[config.mk]
export PLATFORM = sky130hd
export DESIGN_NAME = tone_gen_dual
export DESIGN_NICKNAME = d
export VERILOG_FILES = /design/src/rtl/tone_gen_pkg.sv /design/src/rtl/tone_tick_prescaler.sv /design/src/rtl/tone_phase_divider.sv /design/src/rtl/tone_pin_sync.sv /design/src/rtl/tone_gate_fsm.sv /design/src/rtl/tone_gen_dual.sv
export SDC_FILE = /design/constraint.sdc
export NUM_CORES = 1
export LEC_CHECK = 0
export ABC_AREA = 1
export ABC_CLOCK_PERIOD_IN_PS = 2500
export BUFFER_PORTS_ARGS = -buffer_cell sky130_fd_sc_hd__buf_4
export CORE_AREA = 8 8 45 47
export CTS_CLUSTER_SIZE = 30
export DETAILED_ROUTE_END_ITERATION = 6
export DIE_AREA = 0 0 53 55
export GPL_ROUTABILITY_DRIVEN = 0
export PLACE_DENSITY = 0.66
export SLEW_MARGIN = 20
export SYNTH_ARGS = -nofsm -noshare
export SYNTH_HDL_FRONTEND = slang
export SYNTH_HIERARCHICAL = 1
export SYNTH_SLANG_ARGS = --single-unit
[constraint.sdc]
create_clock -name clk -period 2.5 [get_ports clk]
set_input_delay 0.125 -clock clk [delete_from_list [all_inputs] [get_ports clk]]
set_output_delay 0.125 -clock clk [all_outputs]
set_load 0.03 [all_outputs]
[src/rtl/tone_gen_pkg.sv]
package tone_gen_pkg;
    typedef enum logic [1:0] {
        GATE_IDLE  = 2'd0,
        GATE_BURST = 2'd1,
        GATE_CONT  = 2'd2
    } gate_state_t;
endpackage

[src/rtl/tone_tick_prescaler.sv]
module tone_tick_prescaler #(
    parameter int PRESCALE = 4
) (
    input  logic clk,
    input  logic rst,
    output logic tick
);
    localparam int PW = (PRESCALE > 1) ? $clog2(PRESCALE) : 1;

    generate
        if (PRESCALE == 1) begin : g_pass
            assign tick = !rst;
        end else begin : g_count
            localparam logic [PW-1:0] LAST = PW'(PRESCALE - 1);
            logic [PW-1:0] pcnt;

            always_ff @(posedge clk) begin
                if (rst) begin
                    pcnt <= '0;
                end else if (pcnt == LAST) begin
                    pcnt <= '0;
                end else begin
                    pcnt <= pcnt + 1'b1;
                end
            end

            assign tick = (pcnt == LAST);
        end
    endgenerate
endmodule

[src/rtl/tone_phase_divider.sv]
module tone_phase_divider #(
    parameter int DIV = 10,
    localparam int CW = $clog2(DIV)
) (
    input  logic          clk,
    input  logic          rst,
    input  logic          tick,
    output logic          high_half,
    output logic [CW-1:0] count
);
    localparam logic [CW-1:0] LAST = CW'(DIV - 1);
    localparam logic [CW-1:0] HALF = CW'(DIV / 2);

    always_ff @(posedge clk) begin
        if (rst) begin
            count <= '0;
        end else if (tick) begin
            if (count == LAST) begin
                count <= '0;
            end else begin
                count <= count + 1'b1;
            end
        end
    end

    assign high_half = (count < HALF);
endmodule

[src/rtl/tone_pin_sync.sv]
module tone_pin_sync #(
    parameter int STAGES = 2
) (
    input  logic clk,
    input  logic rst,
    input  logic d,
    output logic q
);
    logic [STAGES-1:0] chain;

    always_ff @(posedge clk) begin
        if (rst) begin
            chain <= '0;
        end else begin
            chain <= {chain[STAGES-2:0], d};
        end
    end

    assign q = chain[STAGES-1];
endmodule

[src/rtl/tone_gate_fsm.sv]
module tone_gate_fsm
    import tone_gen_pkg::*;
(
    input  logic clk,
    input  logic rst,
    input  logic en,
    input  logic cont_req,
    input  logic pin_s,
    input  logic phase_high,
    output logic tone
);
    gate_state_t state, state_nx;

    // Priority: disable, then continuous bit, then burst pin.
    function automatic gate_state_t pick(input logic e, input logic c, input logic p);
        if (!e)     return GATE_IDLE;   // to_idle_disabled
        else if (c) return GATE_CONT;   // to_cont
        else if (p) return GATE_BURST;  // to_burst
        else        return GATE_IDLE;   // to_idle_quiet
    endfunction

    always_comb begin
        state_nx = state;
        unique case (state)
            GATE_IDLE:  state_nx = pick(en, cont_req, pin_s);
            GATE_BURST: state_nx = pick(en, cont_req, pin_s);
            GATE_CONT:  state_nx = pick(en, cont_req, pin_s);
            default:    state_nx = GATE_IDLE;
        endcase
    end

    always_ff @(posedge clk) begin
        if (rst) begin
            state <= GATE_IDLE;
        end else begin
            state <= state_nx;
        end
    end

    always_ff @(posedge clk) begin
        if (rst) begin
            tone <= 1'b0;
        end else begin
            unique case (state)
                GATE_IDLE:  tone <= 1'b0;
                GATE_BURST: tone <= phase_high;
                GATE_CONT:  tone <= phase_high;
                default:    tone <= 1'b0;
            endcase
        end
    end
endmodule

[src/rtl/tone_gen_dual.sv]
module tone_gen_dual #(
    parameter int NCH         = 2,
    parameter int DIV         = 10,
    parameter int PRESCALE    = 4,
    parameter int SYNC_STAGES = 2
) (
    input  logic           clk,
    input  logic           rst,
    input  logic [NCH-1:0] cont_bit,
    input  logic [NCH-1:0] burst_pin,
    input  logic [NCH-1:0] chan_en,
    output logic [NCH-1:0] tone_out,
    output logic           conv_tick
);
    localparam int CW = $clog2(DIV);

    logic          div_high;
    logic [CW-1:0] div_cnt;
    logic [NCH-1:0] pin_sync;

    tone_tick_prescaler #(.PRESCALE(PRESCALE)) u_pre (
        .clk  (clk),
        .rst  (rst),
        .tick (conv_tick)
    );

    tone_phase_divider #(.DIV(DIV)) u_div (
        .clk       (clk),
        .rst       (rst),
        .tick      (conv_tick),
        .high_half (div_high),
        .count     (div_cnt)
    );

    generate
        for (genvar c = 0; c < NCH; c++) begin : g_ch
            tone_pin_sync #(.STAGES(SYNC_STAGES)) u_sync (
                .clk (clk),
                .rst (rst),
                .d   (burst_pin[c]),
                .q   (pin_sync[c])
            );

            tone_gate_fsm u_gate (
                .clk        (clk),
                .rst        (rst),
                .en         (chan_en[c]),
                .cont_req   (cont_bit[c]),
                .pin_s      (pin_sync[c]),
                .phase_high (div_high),
                .tone       (tone_out[c])
            );
        end
    endgenerate
endmodule

==> flow_metrics.py <==
metrics = {
    "status": {
        "result_of_the_run": "complete, no violations",
    },
    "synthesis": {
        "netlist.area_leader.share_pct": 54.4,
        "mappedNetlistNets": 85,
        "post_synth_instance_area_um2": 589,
        "ys_seq_elements": 16,
        "synth-main-ff-cell": "sky130_fd_sc_hd__dfxtp_1",
        "synth_enable_flop_cells": 0,
        "postSynthCellCount": 74,
        "yosys-top-cells-count": "17 x sky130_fd_sc_hd__nor2_1, 16 x sky130_fd_sc_hd__dfxtp_1, 13 x sky130_fd_sc_hd__nand2_1",
        "yosys.cell_types.count": 13,
        "avg_inst_size_synth_um2": 7.96,
        "seq_area_frac_synth_pct": 54.4,
        "netlist.top_cell.by_area": "sky130_fd_sc_hd__dfxtp_1",
        "asyncSetResetFlopFracSynth_pct": 0,
        "synth.most_common_cell": "sky130_fd_sc_hd__nor2_1",
        "ys_top_cells_by_area": "sky130_fd_sc_hd__dfxtp_1 54%, sky130_fd_sc_hd__nor2_1 11%, sky130_fd_sc_hd__nand2_1 8.3%, sky130_fd_sc_hd__inv_1 7.6%, sky130_fd_sc_hd__ha_1 6.4%",
        "synth_warnings": 6,
    },
    "timing": {
        "max_freq_mhz": 854,
        "skew_ps": 2.66,
        "grt_setup_unrepaired": "no",
        "final.hold.worst_slack_ps": 40.4,
        "finalMaxSlewViolations": 0,
        "period_minus_slack_ps": 1170,
        "worstMarginPinSlew_ps": 284,
        "number_of_setup_violations_in_the_final_report": 0,
        "fin_crit_sh_pct": 46.8,
        "setup_total_negative_slack_ps": 0,
        "timing.final.hold_violations": 0,
        "timing.slew.headroom_pct": 80.9,
    },
    "placement": {
        "buffer_ports.inserted": 10,
        "dpl-instance-area_um2": 684,
        "number_of_instances_in_the_placed_design": 100,
        "place.detailed.hpwl_um": 728,
    },
    "global_route": {
        "grtUsageTotal_pct": 8.02,
        "antenna_found_initial": 0,
        "via_count_of_the_first_global_routing_pass": 443,
        "grt_max_degree": 11,
        "grt_first_pass_wirelength_um": 1700,
        "grt_remaining_overflow": 0,
    },
    "critical_path": {
        "worst-r2r-setup-slack_ps": 1460,
        "critical_path_required_ps": 2380,
        "critical_path.endpoint_type": "primary output",
        "number_of_cells_on_the_worst_reg_to_reg_path": 7,
        "cp-start-kind": "flip-flop",
        "worst-setup-path-type": "flip-flop to primary output",
        "worst_ep_arrival_time_ps": 1050,
        "worstReg2RegStart": "u_pre/g_count.pcnt[0]",
        "timing.rr.end": "u_div/count[3]",
        "highest_net_fanout_along_the_worst_path": 4,
    },
    "layout": {
        "finalNetCount": 100,
        "finish.instance_area_um2": 721,
        "areaGrowthSynthToFinish_pct": 22.3,
        "finished_layout_cells": 104,
        "num-fill-cells": 143,
        "finalCoreUtilization_pct": 52.1,
        "n_antenna_cell": 0,
        "final_layout_size_suffix_gt1_share_pct": 23.9,
    },
    "clock_tree": {
        "cts.repair.resized": 0,
        "cts_max_path_buffers": 2,
        "cts_inserted_buffers": 3,
        "cts_htree_levels": 1,
        "post_cts_buffers": 0,
        "cts_tree": "yes",
        "cts.sink_count": 16,
        "clock_insertion_delay_worst_skew_ps": 280,
        "holdBufCountCts": 0,
        "clk_root_buffer_cell": "sky130_fd_sc_hd__clkbuf_4",
        "clk_pin_slew_worst_paths_ps": 90,
    },
    "routing": {
        "wl_per_cell_um": 9.31,
        "route.detailed.drc": 0,
        "initial_detailed_routing_violation_count": 13,
        "vias_per_cell": 4.56,
        "detailroute.via_count": 474,
        "detailed_route_wire_length_um": 968,
        "antenna_left": 0,
        "detailedRoute.firstPassIterationCount": 4,
    },
    "die": {
        "floorplan.die.height_um": 55,
        "count_of_boundary_i_o_pins": 11,
        "die_x_um": 53,
        "area_of_the_core_region_um2": 1380,
        "floorplan.initialDensity_pct": 42.6,
        "core.rowCount": 14,
        "floorplan.die_area_um2": 2920,
    },
    "hold_path": {
        "hold_path_end": "g_ch[0].u_sync/chain[0]",
        "min_path_type": "input pin to flip-flop",
        "holdPathStages": 3,
        "holdCritStartpoint": "burst_pin[0]",
    },
    "power": {
        "p_leak_nw": 0.370,
        "ir_drop_v": 0.000421,
        "power-per-cell-area_nw_per_um2": 660,
    },
    "flow_run": {
        "cap_viol_max_count": 0,
    },
}
==> cells by family after synthesis <==
group                      Yosys count  synth area share (%)
buffers and inverters               14                  9.34
DFF                                 16                  54.4
and+or+nand+nor                     37                  26.1
adders and majority gates            3                  6.37
AOI/OAI and AO/OA                    4                  3.82
==> stage by stage <==
| stage | worst slack (ps) | total power, mW |
|---|---|---|
| after floorplan | 1320 | 0.297 |
| after global placement | 1540 | 0.313 |
| after detailed placement | 1490 | 0.315 |
| after CTS | 1310 | 0.485 |
| after global routing | 1280 | 0.498 |
| final | 1330 | 0.475 |
==> metal layers <==
metal	vias to the layer above	GRT usage [%]	wire [µm]
li1	248	-	-
met1	199	8.17	436
met2	21	12.7	406
met3	6	3.48	100
met4	0	6.47	25
met5	-	0	0
==> how the worst max path moves through the flow <==
stage | start | slack, ps | to
4_1_cts | u_pre/g_count.pcnt[0] | 1310 | conv_tick
2_1_floorplan | u_pre/g_count.pcnt[0] | 1320 | u_div/count[3]
3_5_place_dp | u_pre/g_count.pcnt[0] | 1490 | u_div/count[3]
5_1_grt | u_pre/g_count.pcnt[0] | 1280 | conv_tick
3_3_place_gp | u_pre/g_count.pcnt[0] | 1540 | u_div/count[3]
6_report | u_pre/g_count.pcnt[0] | 1330 | conv_tick
==> flip-flops by register name, summed over array words and instances (netlist names) <==
signal and flops:
g_ch.u_gate/tone 2, g_ch.u_gate/state 4, g_ch.u_sync/chain 4, u_pre/g_count.pcnt 2, u_div/count 4
==> final cells by class <==
cell class	instances	area, µm²	area share [%]
clock buffer	4	36.3	5.03
inverter	14	55.1	7.64
multi-input combinational	44	214	29.7
sequential	16	320	44.4
tap	16	20.0	2.78
timing repair buffer	10	75.1	10.4
==> cells in the final DEF (no fill, tap or decap) <==
| cell type | n |
|---|---|
| sky130_fd_sc_hd__nor2_1 | 17 |
| sky130_fd_sc_hd__inv_1 | 12 |
| sky130_fd_sc_hd__o21ai_0 | 1 |
| sky130_fd_sc_hd__inv_2 | 1 |
| sky130_fd_sc_hd__dfxtp_1 | 16 |
| sky130_fd_sc_hd__a21oi_1 | 2 |
| sky130_fd_sc_hd__nand2_1 | 13 |
| sky130_fd_sc_hd__nand3_1 | 2 |
| sky130_fd_sc_hd__a211oi_1 | 1 |
| sky130_fd_sc_hd__ha_1 | 3 |
| sky130_fd_sc_hd__clkbuf_8 | 1 |
| sky130_fd_sc_hd__buf_4 | 10 |
| sky130_fd_sc_hd__nor2_2 | 1 |
| sky130_fd_sc_hd__clkbuf_4 | 3 |
| sky130_fd_sc_hd__inv_4 | 1 |
| sky130_fd_sc_hd__nand2_2 | 4 |
==> power by group <==
| group | total [mW] | internal (mW) | switching (mW) |
|---|---|---|---|
| logic | 0.0381 | 0.0177 | 0.0205 |
| registers | 0.270 | 0.266 | 0.00436 |
| clock network | 0.167 | 0.0885 | 0.0786 |
==> worst max-delay path, cell delays in order, from the launching register on <==
cell	delay, ps
sky130_fd_sc_hd__dfxtp_1	340
sky130_fd_sc_hd__ha_1	230
sky130_fd_sc_hd__buf_4	190
Note: power is estimated with default switching activity, not from simulation.
